[src/rtl/rxw_pkg.sv]
package rxw_pkg;

   typedef enum logic {
      WAKE_IDLE = 1'b0,
      WAKE_ADDR = 1'b1
   } wake_mode_e;

   // Character time in bit periods: start + data + stop, plus one for the ninth bit.
   function automatic int unsigned char_time(int unsigned data_bits, logic nine);
      return data_bits + 2 + (nine ? 1 : 0);
   endfunction

endpackage

[src/rtl/rxw_line_sync.sv]
module rxw_line_sync #(
   parameter int unsigned STAGES = 0
) (
   input  logic clk,
   input  logic rst_n,
   input  logic d_i,
   output logic q_o
);

   generate
      if (STAGES == 0) begin : g_bypass
         assign q_o = d_i;
      end else begin : g_chain
         logic [STAGES-1:0] pipe_q;
         always_ff @(posedge clk or negedge rst_n) begin
            if (!rst_n) pipe_q <= '1;
            else        pipe_q <= {pipe_q[STAGES-2:0], d_i};
         end
         assign q_o = pipe_q[STAGES-1];
      end
   endgenerate

endmodule

[src/rtl/rxw_idle_count.sv]
module rxw_idle_count
   import rxw_pkg::*;
#(
   parameter int unsigned DATA_BITS = 8,
   localparam int unsigned CNT_W    = $clog2(DATA_BITS + 4)
) (
   input  logic clk,
   input  logic rst_n,
   input  logic clear_i,
   input  logic line_i,
   input  logic tick_i,
   input  logic frame9_i,
   output logic done_o
);

   localparam int unsigned LIM8 = char_time(DATA_BITS, 1'b0);
   localparam int unsigned LIM9 = char_time(DATA_BITS, 1'b1);

   logic [CNT_W-1:0] cnt_q;
   logic [CNT_W-1:0] limit;

   assign limit = frame9_i ? CNT_W'(LIM9) : CNT_W'(LIM8);

   always_ff @(posedge clk or negedge rst_n) begin
      if (!rst_n) begin
         cnt_q <= '0;
      end else if (clear_i || !line_i) begin
         cnt_q <= '0;
      end else if (tick_i && (cnt_q < limit)) begin
         cnt_q <= cnt_q + 1'b1;
      end
   end

   // Fires on the strobe that completes a full character time of high line.
   assign done_o = !clear_i && line_i && tick_i && (cnt_q == limit - 1'b1);

endmodule

[src/rtl/rxw_addr_detect.sv]
module rxw_addr_detect #(
   parameter int unsigned DATA_BITS = 8,
   localparam int unsigned CHAR_W   = DATA_BITS + 1
) (
   input  logic [CHAR_W-1:0] char_i,
   input  logic              frame9_i,
   output logic              is_addr_o
);

   assign is_addr_o = frame9_i ? char_i[CHAR_W-1] : char_i[CHAR_W-2];

endmodule

[src/rtl/rx_wake_ctrl.sv]
module rx_wake_ctrl
   import rxw_pkg::*;
#(
   parameter int unsigned DATA_BITS   = 8,
   parameter int unsigned SYNC_STAGES = 0,
   localparam int unsigned CHAR_W     = DATA_BITS + 1
) (
   input  logic              clk,
   input  logic              rst_n,
   input  logic              line_i,
   input  logic              bit_tick_i,
   input  logic              char_valid_i,
   input  logic [CHAR_W-1:0] char_data_i,
   input  logic              mode_addr_i,
   input  logic              frame9_i,
   input  logic              sleep_req_i,
   output logic              sleep_o,
   output logic              rx_full_o,
   output logic [CHAR_W-1:0] rx_data_o
);

   generate
      if (DATA_BITS < 5 || DATA_BITS > 16) begin : g_bad_width
         $error("rx_wake_ctrl: DATA_BITS must lie in 5..16");
      end
      if (SYNC_STAGES == 1 || SYNC_STAGES > 4) begin : g_bad_sync
         $error("rx_wake_ctrl: SYNC_STAGES must be 0, 2, 3 or 4");
      end
   endgenerate

   wake_mode_e mode;
   logic       line_s;
   logic       sleep_q;
   logic       idle_done;
   logic       is_addr;
   logic       addr_hit;
   logic       idle_hit;
   logic       deliver;

   assign mode = wake_mode_e'(mode_addr_i);

   rxw_line_sync #(.STAGES(SYNC_STAGES)) u_sync (
      .clk   (clk),
      .rst_n (rst_n),
      .d_i   (line_i),
      .q_o   (line_s)
   );

   rxw_idle_count #(.DATA_BITS(DATA_BITS)) u_idle (
      .clk      (clk),
      .rst_n    (rst_n),
      .clear_i  (!sleep_q || sleep_req_i),
      .line_i   (line_s),
      .tick_i   (bit_tick_i),
      .frame9_i (frame9_i),
      .done_o   (idle_done)
   );

   rxw_addr_detect #(.DATA_BITS(DATA_BITS)) u_addr (
      .char_i    (char_data_i),
      .frame9_i  (frame9_i),
      .is_addr_o (is_addr)
   );

   assign addr_hit = sleep_q && (mode == WAKE_ADDR) && char_valid_i && is_addr;
   assign idle_hit = sleep_q && (mode == WAKE_IDLE) && idle_done;
   assign deliver  = char_valid_i && (!sleep_q || addr_hit);

   always_ff @(posedge clk or negedge rst_n) begin
      if (!rst_n) begin
         sleep_q   <= 1'b0;
         rx_full_o <= 1'b0;
         rx_data_o <= '0;
      end else begin
         if (sleep_req_i)                sleep_q <= 1'b1;
         else if (addr_hit || idle_hit)  sleep_q <= 1'b0;
         rx_full_o <= deliver;
         if (deliver) rx_data_o <= char_data_i;
      end
   end

   assign sleep_o = sleep_q;

endmodule

[config.mk]
export PLATFORM = sky130hd
export DESIGN_NAME = rx_wake_ctrl
export DESIGN_NICKNAME = d
export VERILOG_FILES = /design/src/rtl/rxw_pkg.sv /design/src/rtl/rxw_line_sync.sv /design/src/rtl/rxw_idle_count.sv /design/src/rtl/rxw_addr_detect.sv /design/src/rtl/rx_wake_ctrl.sv
export SDC_FILE = /design/constraint.sdc
export NUM_CORES = 1
export LEC_CHECK = 0
export BUFFER_PORTS_ARGS = -buffer_cell sky130_fd_sc_hd__buf_2
export CORE_MARGIN = 4
export CORE_UTILIZATION = 44
export CTS_CLUSTER_DIAMETER = 40
export DETAILED_ROUTE_END_ITERATION = 10
export GPL_TIMING_DRIVEN = 0
export HOLD_SLACK_MARGIN = 0.15
export PLACE_DENSITY = 0.73
export SYNTH_ARGS = -nofsm -noshare
export SYNTH_HDL_FRONTEND = slang
export SYNTH_HIERARCHICAL = 1
export SYNTH_SLANG_ARGS = --single-unit
[constraint.sdc]
create_clock -name clk -period 1.7 [get_ports clk]
set_input_delay 0.425 -clock clk [delete_from_list [all_inputs] [get_ports clk]]
set_output_delay 0.425 -clock clk [all_outputs]
set_load 0.02 [all_outputs]
==> results of run 1 <==
power groups by stage:
| stage | logic [uW] | clock network, uW | registers (uW) |
|---|---|---|---|
| global route | 336 | 226 | 434 |
| detailed placement | 307 | 0 | 436 |
| CTS | 318 | 211 | 429 |
| finish | 313 | 202 | 428 |
| global placement | 300 | 0 | 435 |
| floorplan | 146 | 0 | 500 |
final timing paths:
kind / start / end / slack [ps] / cells after the start
max: u_idle/cnt_q[0] / sleep_o / -9 / 6
min: sleep_req_i / sleep_o / 340 / 2
max reg2reg: u_idle/cnt_q[0] / sleep_o / -9 / 6
min reg2reg: rx_data_o[3] / rx_data_o[3] / 560 / 2
max in group asynchronous: rst_n / u_idle/cnt_q[1] / 870 / 2
min in group asynchronous: rst_n / rx_data_o[4] / 570 / 2
worst max-delay path, stage by stage, from the launching register on:
cell      delay, ps
dfrtp_1         400
inv_2            80
ha_4            190
or4b_4          520
nor3_2          110
nand2b_1         70
a31o_2          240
metrics by stage:
| step | cells | TNS [ps] | setup slack, ps | instance area, um^2 |
|---|---|---|---|---|
| floorplan | 83 | -6.21 | -6.21 | 883 |
| global placement | 134 | -200 | -200 | 1040 |
| detailed placement | 134 | -207 | -207 | 1040 |
| CTS | 140 | -1.35 | -1.35 | 1100 |
| global route | 140 | -102 | -102 | 1100 |
| finish | 140 | -9.06 | -9.06 | 1100 |
routing by layer:
metal,track usage,up-vias
met5,0,-
met3,0.0370,2
met1,0.157,336
li1,-,352
met4,0.0638,0
met2,0.262,19
logic make-up after synthesis:
logic type      after synthesis  synth area share
xor+xnor                      1           0.00992
flops                        15             0.425
simple gates                 26             0.159
fa+ha+maj                     2            0.0283
buf+inv                      17            0.0878
mux                           2            0.0283
compound gates               20             0.262
layout make-up:
class	count	area (um^2)	area share
tap	25	31.3	0.0283
timing repair buffer	28	148	0.134
inverter	13	48.8	0.0442
clock buffer	4	26.3	0.0238
sequential	15	375	0.340
buffer	4	28.8	0.0260
multi-input combinational	51	447	0.404
registers in the layout, indices dropped and copies added, names as in the netlist:
| name | cells |
|---|---|
| rx_data_o | 9 |
| rx_full_o | 1 |
| sleep_o | 1 |
| u_idle/cnt_q | 4 |
cell usage in the layout (no fill, tap or decap), drive strengths merged, types with 3 or more instances in the layout:
master  instances
nand2b          3
clkbuf          5
buf            30
nor2b           4
inv            13
o21ai           3
dfrtp          15
o32ai           9
nand2          13
what timing repair did:
item,in CTS,in global routing
setup buffers,1,0
gates resized for setup,3,0
endpoints found under the setup margin,1,1
endpoints found under the hold margin,15,0
pin swaps,0,0
hold buffers,1,0
==> out/metrics.csv, run 1 <==
stage,metric,value,unit
outcome,status,"finished, violations left",
outcome,violations,setup timing,
logic_synthesis,synth.distinct_cells,29,
timing,slew_headroom,0.740,
die,io_pins,28,
placed_design,port_buffers,26,
setup_path,cp_max_fo,2,
detailed_routing,drt_iter0_drc,6,
grt,grt_pass1_wl,2.89,mm
final_layout,nets,135,
final_layout,drive_above_1_share,0.452,
detailed_routing,met1_length,716,um
logic_synthesis,syn_area,883,um^2
grt,grt_pass1_vias,657,
timing,hold_violations,0,
final_layout,area_growth,25.1,%
detailed_routing,wl_met3,141,um
detailed_routing,wl_met2,983,um
flow_run,drv_cap,0,
timing,tightestPinTransition,389,ps
logic_synthesis,postSynth.asyncResetShare,1.00,
detailed_routing,routed_wl,1.86,mm
power_and_ir_drop,combinationalPowerShare,0.332,
timing,period_needed,1710,ps
timing,holdWs,344,ps
cts,numCtsBuffers,3,
die,num_rows,15,
logic_synthesis,yosys.area.top_type_share,0.425,
setup_path,end_kind,flop,
detailed_routing,ant_nets,0,
setup_path,worstPathArrival,1890,ps
power_and_ir_drop,peakVddDrop,450,uV
grt,gr-total-overflow,0,
logic_synthesis,yosysMostFrequentCell,dfrtp_1,
timing,period_share,1.01,
detailed_routing,num_vias,709,
cts,cts_tree,yes,
die,core-area,0.00182,mm^2
timing,fin_worst_skew,6.08,ps
grt,grt_max_degree,16,
logic_synthesis,synth_flop_cell,dfrtp_1,
grt,antenna_found_initial,0,
power_and_ir_drop,clkPwrFrac,0.214,
die,die_height,52.8,um
logic_synthesis,synthCells,83,
cts,ctsHtreeMaxLevel,1,
grt,grtUsageTotal,0.145,
power_and_ir_drop,powerDensity,854,mW/mm^2
setup_path,worstPathRequired,1880,ps
logic_synthesis,syn-num-nets,102,
setup_path,start_kind,flop,
setup_path,critPathKind,flop to flop,
timing,setup_ws,-9.06,ps
power_and_ir_drop,p_switching,305,uW
power_and_ir_drop,p_int,639,uW
logic_synthesis,yosys-top-cells-area,"dfrtp_1 (42%), o32ai_2 (17%), nand2_1 (5.5%)",
detailed_routing,wl_per_cell,13.3,um
die,die_w,52.8,um
min_path,hp-class,primary input to flop,
timing,fmax,585,MHz
cts,clockRootBuffer,clkbuf_4,
power_and_ir_drop,p_leak,0.000537,uW
power_and_ir_drop,p_sw_frac,0.323,
cts,clk_latency,280,ps
die,die_area,0.00279,mm^2
detailed_routing,drc_errors,0,
logic_synthesis,yosysWarnings,6,
power_and_ir_drop,sequentialPowerShare,0.454,
die,initial_core_util,0.485,
detailed_routing,dr.pass1.iters,4,
timing,drv_slew,0,
final_layout,n_antenna_cell,0,
cts,path_clk_slew,90,ps
cts,cts_buffer_depth,2,
final_layout,fin_util,0.607,
final_layout,nFillCells,164,
detailed_routing,highest_layer,met4,
logic_synthesis,synth_edf_count,0,
logic_synthesis,ys_seq_area_frac,0.425,
logic_synthesis,yosysTopAreaCell,dfrtp_1,
timing,grt_setup_unrepaired,yes,
power_and_ir_drop,power,944,uW
logic_synthesis,synth-seq-cells,15,
logic_synthesis,synthTopCellsByCount,"dfrtp_1 (15), nand2_1 (13), inv_1 (12)",
placed_design,dpl.hpwl,1.31,mm
cts,clkSinkCount,15,
placed_design,gp_congestion,0.810,
detailed_routing,viasPerCell,5.06,
timing,setup_violations,1,
logic_synthesis,syn_area_per_cell,10.6,um^2
No activity file was read; power rests on OpenSTA's default activity.
==> run 2: changes to the inputs <==
CORE_UTILIZATION = 47   (was 44)
CTS_BUF_LIST = sky130_fd_sc_hd__clkbuf_2 sky130_fd_sc_hd__clkbuf_4 sky130_fd_sc_hd__clkbuf_8   (was default)
PLACE_DENSITY = 0.77   (was 0.73)
==> run 2 against run 1 <==
Compared with the run above:
- the flow still finishes with violations (setup timing)
- critical path depth unchanged
- die area decreased by 5.4%
- register-to-register slack about the same
- utilization increased by 1.9 points
- power increased by 1.3%
==> out/metrics.csv, run 2 (same netlist as run 1, synthesis figures left out) <==
stage,metric,value,unit
setup_path,crit_path_start,u_idle/cnt_q[0],
die,core-area,0.00175,mm^2
final_layout,area_growth,23.7,%
detailed_routing,dr.pass1.iters,4,
setup_path,worstPathRequired,1880,ps
final_layout,regMostFlops,rx_data_o,
final_layout,register_area,375,um^2
timing,setup_violations,1,
final_layout,nets,135,
timing,fmax,582,MHz
final_layout,instances_no_fill,140,
grt,grt_pass1_wl,2.75,mm
timing,fin_worst_skew,7.48,ps
power_and_ir_drop,peakVddDrop,345,uV
die,die_w,51.4,um
timing,setup_ws,-17.8,ps
timing,tightestPinTransition,412,ps
setup_path,max_stage_delay,510,ps
detailed_routing,routed_wl,1.75,mm
power_and_ir_drop,p_leak,0.000537,uW
setup_path,worstPathArrival,1900,ps
placed_design,post-place-cells,134,
cts,clkSinkCount,15,
die,io_pins,28,
timing,period_needed,1720,ps
timing,drv_slew,0,
grt,grt_use_met3,0.0321,
die,initial_core_util,0.506,
grt,met2_usage,0.242,
detailed_routing,viasPerCell,5.01,
detailed_routing,num_vias,702,
timing,hold_violations,0,
grt,use_met1,0.167,
detailed_routing,drt_iter0_drc,6,
setup_path,start_kind,flop,
min_path,min-delay-start,sleep_req_i,
grt,gr-total-overflow,0,
detailed_routing,ant_nets,0,
timing,grt_setup_unrepaired,yes,
final_layout,final_common_cell,buf_2,
setup_path,cp_cell_sequence,inv_1 > ha_1 > or4b_1 > nor3_2 > nand2b_1 > a31o_2,
cts,clk_latency,280,ps
grt,grt_max_degree,16,
setup_path,r2r-start,u_idle/cnt_q[0],
final_layout,layout_common_cells,"buf_2 (27), dfrtp_1 (15), nand2_1 (13), inv_1 (12), o32ai_2 (9)",
grt,grtUsageTotal,0.140,
outcome,status,"finished, violations left",
cts,cts_buffer_depth,2,
min_path,hp-class,primary input to flop,
timing,slew_headroom,0.725,
die,die_height,51.4,um
placed_design,place_ws,-196,ps
outcome,violations,setup timing,
final_layout,nFillCells,160,
setup_path,end_kind,flop,
final_layout,reg_top3,"rx_data_o (9), u_idle/cnt_q (4)",
detailed_routing,wl_per_cell,12.5,um
placed_design,port_buffers,26,
placed_design,gp_congestion,0.750,
die,die_area,0.00264,mm^2
placed_design,dpl.hpwl,1.30,mm
grt,top_usage_layer,met2,
cts,numCtsBuffers,3,
setup_path,slowest_stage,or4b_1,
setup_path,critPathKind,flop to flop,
final_layout,multi_input_area,430,um^2
die,num_rows,15,
setup_path,cp_max_fo,2,
cts,ctsHtreeMaxLevel,1,
grt,grt_pass1_vias,622,
detailed_routing,drc_errors,0,
cts,cts_tree,yes,
flow_run,drv_cap,0,
grt,antenna_found_initial,0,
cts,clockRootBuffer,clkbuf_4,
final_layout,drive_above_1_share,0.435,
final_layout,n_antenna_cell,0,
power_and_ir_drop,powerDensity,875,mW/mm^2
setup_path,r2r_slack,-20,ps
cts,path_clk_slew,90,ps
final_layout,largest_register_ffs,9,
timing,period_share,1.01,
[run 2: repair_timing]
item                                    in CTS  in global routing
buffers inserted                             1                  0
hold endpoints to repair                    15                  0
hold buffers                                 1                  0
endpoints found under the setup margin       1                  1
gates cloned                                 0                  0
gates resized for setup                      0                  0
[run 2: layer usage]
layer	wire length, um	vias to the layer above
li1	-	352
met1	732	325
met2	871	21
met3	121	4
met4	27	0
met5	0	-
[run 2: critical path: cells and delay by family (launching register included)]
| family | cells | cell delay, ps |
|---|---|---|
| simple gates | 3 | 690 |
| flops | 1 | 390 |
| compound gates | 1 | 240 |
| fa+ha+maj | 1 | 220 |
| buf+inv | 1 | 70 |
[run 2: per-stage QoR]
stage | hold WS [ps] | TNS, ps | util | power (uW) | cell area (um^2)
final | 338 | -17.8 | 0.626 | 956 | 1090
after global routing | 341 | -63.5 | 0.626 | 1010 | 1090
after CTS | 336 | -17.1 | 0.626 | 968 | 1090
after detailed placement | 351 | -196 | 0.599 | 744 | 1040
after global placement | 348 | -208 | 0.599 | 736 | 1040
after floorplan | 129 | -6.21 | - | 646 | 883
[run 2: where the power goes]
| part | total (uW) | switching [uW] | internal (uW) |
|---|---|---|---|
| logic | 308 | 169 | 140 |
| registers | 429 | 23.0 | 406 |
| clock network | 219 | 112 | 107 |
| total | 956 | 304 | 652 |
[run 2: worst paths after layout]
check / to / depth (start not counted)
min in group asynchronous: rx_data_o[6] / 2
max reg2reg: sleep_o / 6
min: sleep_o / 2
max: sleep_o / 6
max in group asynchronous: rx_data_o[4] / 2
min reg2reg: rx_data_o[7] / 2
[run 2: layout make-up]
cell class,instances,area share
Tap cell,25,0.0286
Sequential cell,15,0.344
Buffer,4,0.0263
Timing Repair Buffer,28,0.135
Multi-Input combinational cell,51,0.394
Inverter,13,0.0447
Clock buffer,4,0.0275
